===== src/rtl/rap_pkg.sv =====
package rap_pkg;
   typedef enum logic [1:0] {
      PH_IDLE = 2'd0,
      PH_PRE  = 2'd1,
      PH_MSG  = 2'd2
   } rap_phase_e;
endpackage


===== src/rtl/rap_timebase.sv =====
// Chip and slot counters over a two-frame cycle, plus look-ahead of the
// next chip position used to decide access-slot starts.
module rap_timebase #(
   parameter int SLOT_CHIPS      = 2560,
   parameter int SLOTS_PER_FRAME = 15,
   parameter int ACC_STRIDE      = 2,
   localparam int CHIP_W = $clog2(SLOT_CHIPS),
   localparam int GS_W   = $clog2(2 * SLOTS_PER_FRAME),
   localparam int SLOT_W = $clog2(SLOTS_PER_FRAME),
   localparam int N_ACC  = (2 * SLOTS_PER_FRAME) / ACC_STRIDE,
   localparam int ACC_W  = $clog2(N_ACC)
) (
   input  logic              clk,
   input  logic              rst_n,
   input  logic              chip_en,
   input  logic              frame_sync,
   output logic [CHIP_W-1:0] chip_q,
   output logic [SLOT_W-1:0] slot_in_frame,
   output logic              frame_odd,
   output logic [ACC_W-1:0]  cur_acc,
   output logic              nxt_edge,
   output logic [ACC_W-1:0]  nxt_acc
);
   localparam logic [CHIP_W-1:0] LAST_CHIP = CHIP_W'(SLOT_CHIPS - 1);
   localparam logic [GS_W-1:0]   LAST_GS   = GS_W'(2 * SLOTS_PER_FRAME - 1);
   localparam logic [GS_W-1:0]   SPF_G     = GS_W'(SLOTS_PER_FRAME);

   logic [GS_W-1:0]   gslot_q;
   logic [CHIP_W-1:0] nxt_chip;
   logic [GS_W-1:0]   nxt_gs;

   always_comb begin
      nxt_chip = chip_q + 1'b1;
      nxt_gs   = gslot_q;
      if (frame_sync) begin
         nxt_chip = '0;
         nxt_gs   = '0;
      end else if (chip_q == LAST_CHIP) begin
         nxt_chip = '0;
         nxt_gs   = (gslot_q == LAST_GS) ? '0 : gslot_q + 1'b1;
      end
   end

   always_ff @(posedge clk) begin
      if (!rst_n) begin
         chip_q  <= '0;
         gslot_q <= '0;
      end else if (chip_en) begin
         chip_q  <= nxt_chip;
         gslot_q <= nxt_gs;
      end
   end

   assign frame_odd     = (gslot_q >= SPF_G);
   assign slot_in_frame = SLOT_W'(frame_odd ? gslot_q - SPF_G : gslot_q);

   generate
      if (ACC_STRIDE == 1) begin : g_unit
         assign nxt_edge = (nxt_chip == '0);
         assign nxt_acc  = ACC_W'(nxt_gs);
         assign cur_acc  = ACC_W'(gslot_q);
      end else begin : g_stride
         localparam logic [GS_W-1:0] STR = GS_W'(ACC_STRIDE);
         assign nxt_edge = (nxt_chip == '0) && ((nxt_gs % STR) == '0);
         assign nxt_acc  = ACC_W'(nxt_gs / STR);
         assign cur_acc  = ACC_W'(gslot_q / STR);
      end
   endgenerate
endmodule


===== src/rtl/rap_slot_gate.sv =====
// Holds an accepted request and fires a start on an enabled access slot.
module rap_slot_gate #(
   parameter int N_ACC   = 15,
   parameter int SIG_LEN = 16,
   localparam int ACC_W = $clog2(N_ACC),
   localparam int SIG_W = $clog2(SIG_LEN)
) (
   input  logic             clk,
   input  logic             rst_n,
   input  logic             chip_en,
   input  logic             start_req,
   input  logic             idle,
   input  logic             nxt_edge,
   input  logic [ACC_W-1:0] nxt_acc,
   input  logic [N_ACC-1:0] slot_mask,
   input  logic [SIG_W-1:0] sig_idx,
   input  logic             msg_two,
   output logic             pending_q,
   output logic [SIG_W-1:0] sig_q,
   output logic             two_q,
   output logic             go
);
   assign go = chip_en & pending_q & idle & nxt_edge & slot_mask[nxt_acc];

   always_ff @(posedge clk) begin
      if (!rst_n) begin
         pending_q <= 1'b0;
         sig_q     <= '0;
         two_q     <= 1'b0;
      end else if (go) begin
         pending_q <= 1'b0;
      end else if (start_req && idle && !pending_q) begin
         pending_q <= 1'b1;
         sig_q     <= sig_idx;
         two_q     <= msg_two;
      end
   end
endmodule


===== src/rtl/rap_sequencer.sv =====
// Phase machine: idle, preamble, message, with one shared chip counter.
module rap_sequencer
   import rap_pkg::*;
#(
   parameter int PRE_LEN     = 4096,
   parameter int FRAME_CHIPS = 38400,
   parameter int SIG_LEN     = 16,
   localparam int MAXC  = (2 * FRAME_CHIPS > PRE_LEN) ? 2 * FRAME_CHIPS : PRE_LEN,
   localparam int CNT_W = $clog2(MAXC),
   localparam int SIG_W = $clog2(SIG_LEN)
) (
   input  logic             clk,
   input  logic             rst_n,
   input  logic             chip_en,
   input  logic             go,
   input  logic             two_q,
   output logic             pre_active,
   output logic             msg_active,
   output logic             msg_frame_start,
   output logic             msg_end,
   output logic [SIG_W-1:0] sig_pos
);
   localparam logic [CNT_W-1:0] PRE_LAST   = CNT_W'(PRE_LEN - 1);
   localparam logic [CNT_W-1:0] ONE_LAST   = CNT_W'(FRAME_CHIPS - 1);
   localparam logic [CNT_W-1:0] TWO_LAST   = CNT_W'(2 * FRAME_CHIPS - 1);
   localparam logic [CNT_W-1:0] FRAME_MARK = CNT_W'(FRAME_CHIPS);

   rap_phase_e       ph_q, ph_d;
   logic [CNT_W-1:0] cnt_q, cnt_d;
   logic [CNT_W-1:0] msg_last;

   assign msg_last = two_q ? TWO_LAST : ONE_LAST;

   always_comb begin
      ph_d  = ph_q;
      cnt_d = cnt_q;
      if (chip_en) begin
         unique case (ph_q)
            PH_IDLE: if (go) begin
               ph_d  = PH_PRE;
               cnt_d = '0;
            end
            PH_PRE: if (cnt_q == PRE_LAST) begin
               ph_d  = PH_MSG;
               cnt_d = '0;
            end else begin
               cnt_d = cnt_q + 1'b1;
            end
            PH_MSG: if (cnt_q == msg_last) begin
               ph_d  = PH_IDLE;
               cnt_d = '0;
            end else begin
               cnt_d = cnt_q + 1'b1;
            end
            default: begin
               ph_d  = PH_IDLE;
               cnt_d = '0;
            end
         endcase
      end
   end

   always_ff @(posedge clk) begin
      if (!rst_n) begin
         ph_q  <= PH_IDLE;
         cnt_q <= '0;
      end else begin
         ph_q  <= ph_d;
         cnt_q <= cnt_d;
      end
   end

   assign pre_active      = (ph_q == PH_PRE);
   assign msg_active      = (ph_q == PH_MSG);
   assign msg_frame_start = msg_active && ((cnt_q == '0) || (two_q && cnt_q == FRAME_MARK));
   assign msg_end         = msg_active && (cnt_q == msg_last);
   assign sig_pos         = cnt_q[SIG_W-1:0];
endmodule


===== src/rtl/rap_sig_chip.sv =====
// Signature chip: parity of signature index ANDed with chip position.
module rap_sig_chip #(
   parameter int SIG_LEN = 16,
   localparam int SIG_W = $clog2(SIG_LEN)
) (
   input  logic             en,
   input  logic [SIG_W-1:0] sig,
   input  logic [SIG_W-1:0] pos,
   output logic             chip
);
   logic [SIG_W-1:0] hit;

   generate
      for (genvar b = 0; b < SIG_W; b++) begin : g_bit
         assign hit[b] = sig[b] & pos[b];
      end
   endgenerate

   assign chip = en & (^hit);
endmodule


===== src/rtl/rap_preamble_timer.sv =====
module rap_preamble_timer #(
   parameter int SLOT_CHIPS      = 2560,
   parameter int SLOTS_PER_FRAME = 15,
   parameter int ACC_STRIDE      = 2,
   parameter int SIG_LEN         = 16,
   parameter int SIG_REPS        = 256,
   localparam int FRAME_CHIPS = SLOT_CHIPS * SLOTS_PER_FRAME,
   localparam int PRE_LEN     = SIG_LEN * SIG_REPS,
   localparam int N_ACC       = (2 * SLOTS_PER_FRAME) / ACC_STRIDE,
   localparam int CHIP_W      = $clog2(SLOT_CHIPS),
   localparam int SLOT_W      = $clog2(SLOTS_PER_FRAME),
   localparam int ACC_W       = $clog2(N_ACC),
   localparam int SIG_W       = $clog2(SIG_LEN)
) (
   input  logic              clk,
   input  logic              rst_n,
   input  logic              chip_en,
   input  logic              frame_sync,
   input  logic              start_req,
   input  logic [N_ACC-1:0]  slot_mask,
   input  logic [SIG_W-1:0]  sig_idx,
   input  logic              msg_two,
   output logic              pre_chip,
   output logic              pre_active,
   output logic              msg_active,
   output logic              msg_frame_start,
   output logic              msg_end,
   output logic              busy,
   output logic              req_pending,
   output logic [CHIP_W-1:0] chip_num,
   output logic [SLOT_W-1:0] slot_num,
   output logic              frame_odd,
   output logic [ACC_W-1:0]  acc_slot
);
   initial begin
      if (SLOT_CHIPS < 2)
         $error("rap_preamble_timer: SLOT_CHIPS must be at least 2");
      if (SLOTS_PER_FRAME < 2)
         $error("rap_preamble_timer: SLOTS_PER_FRAME must be at least 2");
      if (ACC_STRIDE < 1 || ((2 * SLOTS_PER_FRAME) % ACC_STRIDE) != 0)
         $error("rap_preamble_timer: ACC_STRIDE must divide the two-frame slot count");
      if (SIG_LEN < 2 || SIG_LEN != (1 << SIG_W))
         $error("rap_preamble_timer: SIG_LEN must be a power of two");
      if (SIG_REPS < 1)
         $error("rap_preamble_timer: SIG_REPS must be positive");
   end

   logic             nxt_edge;
   logic [ACC_W-1:0] nxt_acc;
   logic             go;
   logic [SIG_W-1:0] sig_q;
   logic             two_q;
   logic [SIG_W-1:0] sig_pos;

   rap_timebase #(
      .SLOT_CHIPS     (SLOT_CHIPS),
      .SLOTS_PER_FRAME(SLOTS_PER_FRAME),
      .ACC_STRIDE     (ACC_STRIDE)
   ) u_tb (
      .clk          (clk),
      .rst_n        (rst_n),
      .chip_en      (chip_en),
      .frame_sync   (frame_sync),
      .chip_q       (chip_num),
      .slot_in_frame(slot_num),
      .frame_odd    (frame_odd),
      .cur_acc      (acc_slot),
      .nxt_edge     (nxt_edge),
      .nxt_acc      (nxt_acc)
   );

   rap_slot_gate #(
      .N_ACC  (N_ACC),
      .SIG_LEN(SIG_LEN)
   ) u_gate (
      .clk      (clk),
      .rst_n    (rst_n),
      .chip_en  (chip_en),
      .start_req(start_req),
      .idle     (~busy),
      .nxt_edge (nxt_edge),
      .nxt_acc  (nxt_acc),
      .slot_mask(slot_mask),
      .sig_idx  (sig_idx),
      .msg_two  (msg_two),
      .pending_q(req_pending),
      .sig_q    (sig_q),
      .two_q    (two_q),
      .go       (go)
   );

   rap_sequencer #(
      .PRE_LEN    (PRE_LEN),
      .FRAME_CHIPS(FRAME_CHIPS),
      .SIG_LEN    (SIG_LEN)
   ) u_seq (
      .clk            (clk),
      .rst_n          (rst_n),
      .chip_en        (chip_en),
      .go             (go),
      .two_q          (two_q),
      .pre_active     (pre_active),
      .msg_active     (msg_active),
      .msg_frame_start(msg_frame_start),
      .msg_end        (msg_end),
      .sig_pos        (sig_pos)
   );

   rap_sig_chip #(
      .SIG_LEN(SIG_LEN)
   ) u_sig (
      .en  (pre_active),
      .sig (sig_q),
      .pos (sig_pos),
      .chip(pre_chip)
   );

   assign busy = pre_active | msg_active;
endmodule


===== config.mk =====
export PLATFORM = sky130hd
export DESIGN_NAME = rap_preamble_timer
export DESIGN_NICKNAME = d
export VERILOG_FILES = /design/src/rtl/rap_pkg.sv /design/src/rtl/rap_timebase.sv /design/src/rtl/rap_slot_gate.sv /design/src/rtl/rap_sequencer.sv /design/src/rtl/rap_sig_chip.sv /design/src/rtl/rap_preamble_timer.sv
export SDC_FILE = /design/constraint.sdc
export NUM_CORES = 1
export LEC_CHECK = 0
export BUFFER_PORTS_ARGS = -buffer_cell sky130_fd_sc_hd__buf_2
export CAP_MARGIN = 25
export CORE_ASPECT_RATIO = 1.25
export CORE_MARGIN = 2
export CORE_UTILIZATION = 61
export DETAILED_ROUTE_END_ITERATION = 8
export PLACE_DENSITY = 0.9
export SLEW_MARGIN = 5
export SYNTH_ARGS = -nofsm -noshare
export SYNTH_HDL_FRONTEND = slang
export SYNTH_SLANG_ARGS = --single-unit

===== constraint.sdc =====
create_clock -name clk -period 10.3 [get_ports clk]
set_input_delay 2.06 -clock clk [delete_from_list [all_inputs] [get_ports clk]]
set_output_delay 2.06 -clock clk [all_outputs]
set_load 0.01 [all_outputs]

=== Word level (Yosys, flattened, before mapping) ===
Index checks and enable logic that the tools add are counted.

* Register bits: 42
* Input bits: 25

* Add/sub/neg operators: 4
* Magnitude comparators: 2
* Equal/unequal tests: 10
* Multiplexer cells: 17
* Bitwise logic cells: 13
* Reduce and logical (&&, ||, !) cells: 17

{| class="wikitable"
|+ Operators by type and width
! cell !! count
|-
| $mux 17 || 4
|-
| $pmux 17 s3 || 1
|-
| $mux 12 || 2
|-
| $add 17x1->17 const B || 1
|-
| $eq 17x12->1 const B || 1
|-
| $eq 17x16->1 const B || 1
|-
| $eq 17x17->1 || 1
|-
| $logic_not 17->1 || 1
|-
| $mux 5 || 3
|-
| $add 12x1->12 const B || 1
|-
| $eq 12x12->1 const B || 1
|-
| $logic_not 12->1 || 1
|-
| $and 1x1->1 || 9
|-
| $logic_and 1x1->1 || 6
|-
| $mux 2 || 3
|-
| $pmux 2 s3 || 1
|-
| $add 5x1->5 const B || 1
|-
| $eq 5x5->1 const B || 1
|-
| $ge 5x4->1 const B || 1
|-
| $logic_not 5->1 || 1
|-
| $lt 4x5->1 const B || 1
|-
| $bmux 1 s4 || 1
|-
| $mux 4 || 1
|-
| $ne 2x1->1 const B || 2
|-
| other kinds (14) || 17
|}

=== Depth between registers and ports, before layout ===
Gate-level depths: netlist of the first run.

* Depth in word-level cells: 10
* Depth in mapped cells: 12
* Gate-level depth less buffers: 11

=== Hierarchy ===
From an unflattened synthesis of the first run, not the netlist that was laid out.

* Cell total of the unflattened synthesis: 392
* Area, all modules: 3143.0 um2

{| class="wikitable"
|+ Modules (own cells, without submodules)
! module !! times used !! cells each !! area an instance (um2) !! sequential area each (um2)
|-
| rap_timebase || 1 || 185 || 1352.5 || 340.3
|-
| rap_sequencer || 1 || 158 || 1338.8 || 380.4
|-
| rap_slot_gate || 1 || 39 || 394.1 || 120.1
|-
| rap_sig_chip || 1 || 8 || 47.5 || 0.0
|-
| rap_preamble_timer || 1 || 2 || 10.0 || 0.0
|}

=== Worst setup path after synthesis of the first run ===
OpenSTA, ideal clock, no wires.

* Kind: input -> register
* Start point: input port frame_sync
* End point: register u_seq.cnt_q[2]
* Arrival: 3891 ps
* Setup slack: 6288 ps
* Cell stages on the path: 8
* Path buffers: 1
* Cells stage by stage: or4b_4 -> o221ai_4 -> mux2_2 -> a21oi_2 -> o211ai_4 -> buf_6 -> a21oi_2 -> o22ai_2

* Cells in the longest elaborated chain, start to end: 7
* Elaborated cells between the ends (all ways): 11
* Classes of those cells: eq/ne: 1; mux: 4; bitwise: 2; reduce/logical: 4

{| class="wikitable"
|+ RTL lines
! what !! line !! source
|-
| start, declared || rap_preamble_timer.sv:18 || <nowiki>input logic frame_sync,</nowiki>
|-
| parallel branches: the longest is 4 deep, another holds $mux 5 || - ||
|-
| $and 1x1->1 * || rap_slot_gate.sv:23 || <nowiki>assign go = chip_en & pending_q & idle & nxt_edge & slot_mask[nxt_acc];</nowiki>
|-
| $ne 2x2->1 (no source line) * || - ||
|-
| $reduce_and 2->1 (no source line) * || - ||
|-
| end signal, assigned || rap_sequencer.sv:69 || <nowiki>cnt_q <= cnt_d;</nowiki>
|-
| end, declared || rap_sequencer.sv:29 || <nowiki>logic [CNT_W-1:0] cnt_q, cnt_d;</nowiki>
|}

Every way passes the cells marked *. The select of a mux whose other input is x is not followed.
A chain may end at the register's enable or synchronous reset.

=== Worst setup path in the final report of the first run ===
* Start point: input port frame_sync
* End point: register u_seq.cnt_q[3]

The elaborated chain is that of the path after synthesis.

==> results of run 1 <==
[synth_stat cells (2+ instances only)]
library cell / number / share of area [%]
o211ai_1: 4 / 0.97
buf_1: 2 / 0.24
a22oi_1: 5 / 1.2
or3_1: 5 / 1.0
buf_2: 3 / 0.49
or4_1: 6 / 1.5
and3_1: 9 / 1.8
nand3_1: 14 / 2.3
nand4_1: 10 / 2.0
a21oi_2: 5 / 1.4
buf_6: 3 / 1.1
clkbuf_1: 15 / 1.8
nand2b_1: 7 / 1.4
a211oi_1: 7 / 1.7
nor3_1: 9 / 1.5
mux2i_1: 12 / 3.9
nor2b_1: 3 / 0.61
nand4b_1: 2 / 0.57
o22ai_1: 4 / 0.81
xor2_1: 2 / 0.57
buf_4: 4 / 0.97
nor3b_1: 4 / 0.97
a31oi_1: 3 / 0.61
or2_2: 2 / 0.41
nor2_1: 51 / 6.2
a21oi_1: 23 / 3.7
ha_1: 9 / 3.6
a22o_1: 2 / 0.57
nor4_1: 10 / 2.0
o21ai_0: 11 / 1.8
nand3b_1: 10 / 2.4
nand2_1: 41 / 5.0
dfxtp_1: 42 / 27
inv_1: 13 / 1.6
xnor2_1: 5 / 1.4
o22ai_2: 10 / 4.1
mux2_2: 2 / 0.73
[critical path, stage by stage]
cell and delay [ps]:
buf_2 250, a41o_1 190, nor2_1 60, mux2i_1 610
nor3b_1 340, a22o_1 200, a21oi_2 60, o211ai_4 530
a22oi_1 230, o22ai_2 210
[kinds of logic after synthesis]
kind of cell               after synthesis  synth area share [%]
DFF                                     42                  27.2
adders and majority gates                9                  3.65
and+or+nand+nor                        192                  33.2
AOI/OAI and AO/OA                       90                  23.1
xor gates and xnor gates                 7                  1.99
buffers and inverters                   40                  6.20
muxes                                   14                  4.62
[layer usage]
layer	part of all wire, %	vias up	global-route usage (%)
met4	2.4	0	13.5
met2	52	100	45.7
met5	0	-	0
li1	-	1504	-
met1	41	1503	32.6
met3	4.7	17	5.53
[metrics by stage]
stage,util (%),setup slack [ps]
2_1_floorplan,-,6290
3_3_place_gp,68.3,5690
3_5_place_dp,68.3,5550
4_1_cts,70.7,5850
5_1_grt,71.2,5530
6_report,71.2,5800
[how the worst max path moves through the flow]
stage          slack, ps       start                          end
2_1_floorplan       6290  frame_sync  u_seq.cnt_q[2]$_SDFFE_PN0P_
3_5_place_dp        5550  frame_sync  u_seq.cnt_q[7]$_SDFFE_PN0P_
6_report            5800  frame_sync  u_seq.cnt_q[3]$_SDFFE_PN0P_
3_3_place_gp        5690  frame_sync  u_seq.cnt_q[7]$_SDFFE_PN0P_
5_1_grt             5530  frame_sync  u_seq.cnt_q[7]$_SDFFE_PN0P_
4_1_cts             5850  frame_sync  u_seq.cnt_q[7]$_SDFFE_PN0P_
[layout make-up]
type	count	area (µm²)	share of cell area [%]
flip-flops and latches	42	841	24.6
multi-input cells	312	2050	60.1
repair buffers	53	288	8.42
inverters	13	48.8	1.43
clock inverters	3	43.8	1.28
clock buffers	5	68.8	2.01
well taps	60	75.1	2.20
[registers in the layout, summed over array words and instances (netlist names)]
name / count
u_seq.cnt_q: 17
u_tb.chip_q: 12
u_tb.gslot_q: 5
u_gate.sig_q: 4
u_seq.ph_q: 2
u_gate.pending_q: 1
u_gate.two_q: 1
[power breakdown]
group | total (mW) | switching, mW | internal [mW] | leakage (nW)
sequential | 0.169 | 0.00357 | 0.165 | 0.340
combinational | 0.0426 | 0.0254 | 0.0173 | 0.934
clock | 0.137 | 0.0640 | 0.0727 | 0.0585
total | 0.348 | 0.0929 | 0.255 | 1.33
==> flow_metrics.py, run 1 <==
metrics = {
    "layout": {
        "syn_to_final_growth_pct": 10.8,
        "final_cell_mix": "52 x buf_2, 51 x nor2_1, 42 x dfxtp_1, 41 x nand2_1, 23 x a21oi_1",
        "final_common_cell": "buf_2",
        "final_area_um2": 3420,
        "fillCellCount": 375,
        "diodes": 0,
        "fin_cells": 488,
        "fin_nets": 461,
        "drive_gt1_share_pct": 20.8,
    },
    "power": {
        "power_density_nw_per_um2": 102,
        "p_total_mw": 0.348,
        "ir_worst_vdd_mv": 0.0795,
        "p_leak_nw": 1.33,
    },
    "placed_design": {
        "port_buffers": 52,
        "place_area_um2": 3280,
        "gp_congestion": 0.884,
        "place_hpwl_mm": 5.32,
        "dp.cells": 479,
    },
    "cts": {
        "cts.sinks": 42,
        "clk_path_buf_depth": 2,
        "clkTransAtPathRegs_ps": 100,
        "ctsHoldBuffers": 0,
        "h-tree-depth": 2,
        "cts_tree": "yes",
        "clk_latency_ps": 310,
        "cts_resized": 0,
        "cts_buffers": 5,
        "cts_setup_buffers": 0,
        "cts-root-buf": "clkbuf_8",
    },
    "sta": {
        "setup_violations": 0,
        "period_share_pct": 43.7,
        "drv_slew": 0,
        "worst_pin_slew_ps": 773,
        "hold_viol": 0,
        "max_freq_mhz": 222,
        "slew_headroom_pct": 47.0,
        "rsz0062_at_grt": "false",
        "finalSetupTns_ps": 0,
        "layout_min_cycle_time_ps": 4500,
        "fin_skew_ps": 14.2,
        "finalHoldWorstSlack_ps": 511,
    },
    "global_routing": {
        "grt_pass1_vias": 2893,
        "grt_max_degree": 34,
        "globalRouteTotalUtil_pct": 27.5,
        "antenna_found_initial": 0,
        "gr-total-overflow": 0,
        "grt_pass1_wl_mm": 12.5,
    },
    "synthesis": {
        "syn_area_um2": 3090,
        "synth_cells": 394,
        "ys_types": 62,
        "ys_ff_latch": 42,
        "synth-edff-count": 0,
        "ys.flop_type": "dfxtp_1",
        "yosysWarnings": 0,
        "async_flop_share_pct": 0,
        "syn_area_per_cell_um2": 7.83,
        "synth.net_count": 428,
        "ys_seq_area_share_pct": 27.2,
    },
    "critical_path": {
        "cp_max_fo": 19,
        "reg2reg_from": "u_tb.chip_q[0]$_SDFFE_PN0P_",
        "cp.arrival_ps": 4740,
        "worstPathRequired_ps": 10540,
        "r2r_end": "u_seq.cnt_q[3]$_SDFFE_PN0P_",
        "reg2reg_depth": 10,
        "r2r_slack_ps": 6220,
        "cp-end-kind": "flip-flop",
        "start_kind": "primary input",
        "setup.worst_path.class": "primary input to flip-flop",
    },
    "die": {
        "core_um2": 4800,
        "die_area_um2": 5650,
        "die_y_um": 83.5,
        "rows": 28,
        "start_util_pct": 64.3,
        "ios": 53,
        "fp.dieW_um": 67.6,
    },
    "routing": {
        "drc": 0,
        "vias_per_cell": 6.40,
        "vias": 3124,
        "final_antenna_net_count": 0,
        "drt_iter0_markers": 290,
        "wirelength_mm": 7.68,
        "post_drt_wl_per_cell_um": 15.7,
        "dr.pass1.iters": 5,
    },
    "worst_hold_path": {
        "min_path_cells": 2,
        "hold_class": "flip-flop to flip-flop",
        "min_from": "u_gate.sig_q[2]$_SDFFE_PN0P_",
        "hold_path_end": "u_gate.sig_q[2]$_SDFFE_PN0P_",
    },
    "flow_run": {
        "drv_cap": 0,
    },
    "outcome": {
        "outcome": "finished clean",
    },
}
No activity file was read; power rests on OpenSTA's default activity.
==> run 2, diff against run 1 <==
Settings changed: CORE_UTILIZATION 61 to 57, PLACE_DENSITY 0.9 to 0.85.
Clock period 10.3 ns to 4.25 ns, I/O delays scaled along.
==> run 2 against run 1 <==
Wire length fell by 4.3%; sequential share of layout area barely moved; critical path depth rose by 1; flip-flop and latch count unchanged; sequential power increased by 140%; final cell count up 0.61%; hold slack better by 0.65 ps; die area grew 6.6%; register-to-register slack worse by 5600 ps; highest routed layer unchanged; power rose by 140%; setup slack worse by 5200 ps.
==> flow_metrics.py, run 2 (synthesis results as in run 1) <==
metrics = {
    "sta": {
        "max_freq_mhz": 276,
        "rsz0062_at_grt": "false",
        "fin_skew_ps": 7.50,
        "setup_ws_ps": 632,
        "finalHoldWorstSlack_ps": 512,
        "worst_pin_slew_ps": 771,
        "finalSetupTns_ps": 0,
        "setup_violations": 0,
        "period_share_pct": 85.1,
        "hold_viol": 0,
        "drv_slew": 0,
        "slew_headroom_pct": 48.6,
        "layout_min_cycle_time_ps": 3620,
    },
    "critical_path": {
        "worstPathRequired_ps": 4410,
        "start_kind": "flip-flop",
        "cp-end-kind": "flip-flop",
        "r2r_end": "u_seq.cnt_q[7]$_SDFFE_PN0P_",
        "reg2reg_depth": 11,
        "cp.arrival_ps": 3780,
        "r2r_slack_ps": 630,
        "cp_max_fo": 14,
        "setup.worst_path.class": "flip-flop to flip-flop",
        "reg2reg_from": "u_tb.chip_q[0]$_SDFFE_PN0P_",
    },
    "global_routing": {
        "antenna_found_initial": 0,
        "grt_max_degree": 34,
        "grt_pass1_wl_mm": 12.6,
        "globalRouteTotalUtil_pct": 25.2,
        "gr-total-overflow": 0,
        "grt_pass1_vias": 2836,
    },
    "cts": {
        "clkTransAtPathRegs_ps": 80,
        "cts_setup_buffers": 0,
        "clk_latency_ps": 300,
        "cts.sinks": 42,
        "cts_resized": 0,
        "cts_tree": "yes",
        "h-tree-depth": 2,
        "ctsHoldBuffers": 0,
        "clk_path_buf_depth": 2,
        "cts_buffers": 5,
        "cts-root-buf": "clkbuf_8",
    },
    "die": {
        "core_um2": 5150,
        "die_y_um": 86.3,
        "die_area_um2": 6020,
        "ios": 53,
        "fp.dieW_um": 69.8,
        "start_util_pct": 59.9,
        "rows": 29,
    },
    "layout": {
        "largest_reg_flops": 17,
        "reg.largest.list": "u_seq.cnt_q (17), u_tb.chip_q (12), u_tb.gslot_q (5)",
        "fin_cells": 491,
        "final_area_um2": 3420,
        "utilization_pct": 66.4,
        "diodes": 0,
        "syn_to_final_growth_pct": 10.9,
        "drive_gt1_share_pct": 20.5,
        "fin_nets": 462,
        "top_register": "u_seq.cnt_q",
        "final_cell_mix": "52 x buf_2, 51 x nor2_1, 42 x dfxtp_1, 41 x nand2_1, 23 x a21oi_1",
        "final_common_cell": "buf_2",
    },
    "routing": {
        "final_antenna_net_count": 0,
        "drc": 0,
        "drt_iter0_markers": 225,
        "vias_per_cell": 6.17,
        "post_drt_wl_per_cell_um": 15.0,
        "wirelength_mm": 7.35,
        "vias": 3029,
        "dr.pass1.iters": 4,
    },
    "worst_hold_path": {
        "hold_path_end": "u_gate.sig_q[0]$_SDFFE_PN0P_",
        "min_path_cells": 2,
        "hold_class": "flip-flop to flip-flop",
        "min_from": "u_gate.sig_q[0]$_SDFFE_PN0P_",
    },
    "placed_design": {
        "place_area_um2": 3290,
        "dp.cells": 482,
        "port_buffers": 52,
        "place_hpwl_mm": 5.26,
        "gp_congestion": 0.885,
        "dp_slack_ps": 696,
    },
    "power": {
        "power_density_nw_per_um2": 241,
        "ir_worst_vdd_mv": 0.219,
        "p_leak_nw": 1.33,
        "p_total_mw": 0.824,
    },
    "flow_run": {
        "drv_cap": 0,
    },
    "outcome": {
        "outcome": "finished clean",
    },
}
-- run 2: cell count changes in the layout (fill, tap and decap cells not counted), sizes merged --
cell,previous run,this run
clkbuf,5,7
buf,53,54
clkinv,1,0
inv,14,13
-- run 2: worst max path at each step --
stage	to	slack, ps	from
3_3_place_gp	u_seq.cnt_q[7]$_SDFFE_PN0P_	830	u_tb.chip_q[0]$_SDFFE_PN0P_
2_1_floorplan	u_seq.cnt_q[4]$_SDFFE_PN0P_	930	u_tb.chip_q[0]$_SDFFE_PN0P_
3_5_place_dp	u_seq.cnt_q[7]$_SDFFE_PN0P_	700	u_tb.chip_q[0]$_SDFFE_PN0P_
6_report	u_seq.cnt_q[7]$_SDFFE_PN0P_	630	u_tb.chip_q[0]$_SDFFE_PN0P_
5_1_grt	u_seq.cnt_q[10]$_SDFFE_PN0P_	350	u_tb.chip_q[0]$_SDFFE_PN0P_
4_1_cts	u_seq.cnt_q[7]$_SDFFE_PN0P_	670	u_tb.chip_q[0]$_SDFFE_PN0P_
-- run 2: layout make-up --
class / instances / area [µm²]
Clock buffer: 7 / 76.3
Tap cell: 62 / 77.6
Timing Repair Buffer: 54 / 295
Inverter: 13 / 48.8
Fill cell: 440 / 1730
Clock inverter: 1 / 30.0
Sequential cell: 42 / 841
Multi-Input combinational cell: 312 / 2050
-- run 2: metal layers --
layer	track usage, %	part of all wire (%)	vias to the layer above
li1	-	-	1510
met1	30.2	42	1418
met2	43.6	51	77
met3	4.07	4.0	24
met4	12.6	3.2	0
met5	0	0	-
-- run 2: critical path: stages (launching register included) --
cell,delay [ps]
dfxtp_1,450
ha_1,280
nand3_1,300
nor4_4,570
mux2i_1,250
buf_4,180
nor3b_1,270
a22o_1,200
a21oi_2,60
o211a_4,270
o21ai_4,460
o22ai_1,170
-- run 2: where the power goes --
part	internal, mW	switching, mW
clock	0.176	0.137
sequential	0.400	0.00863
combinational	0.0422	0.0608
total	0.618	0.206
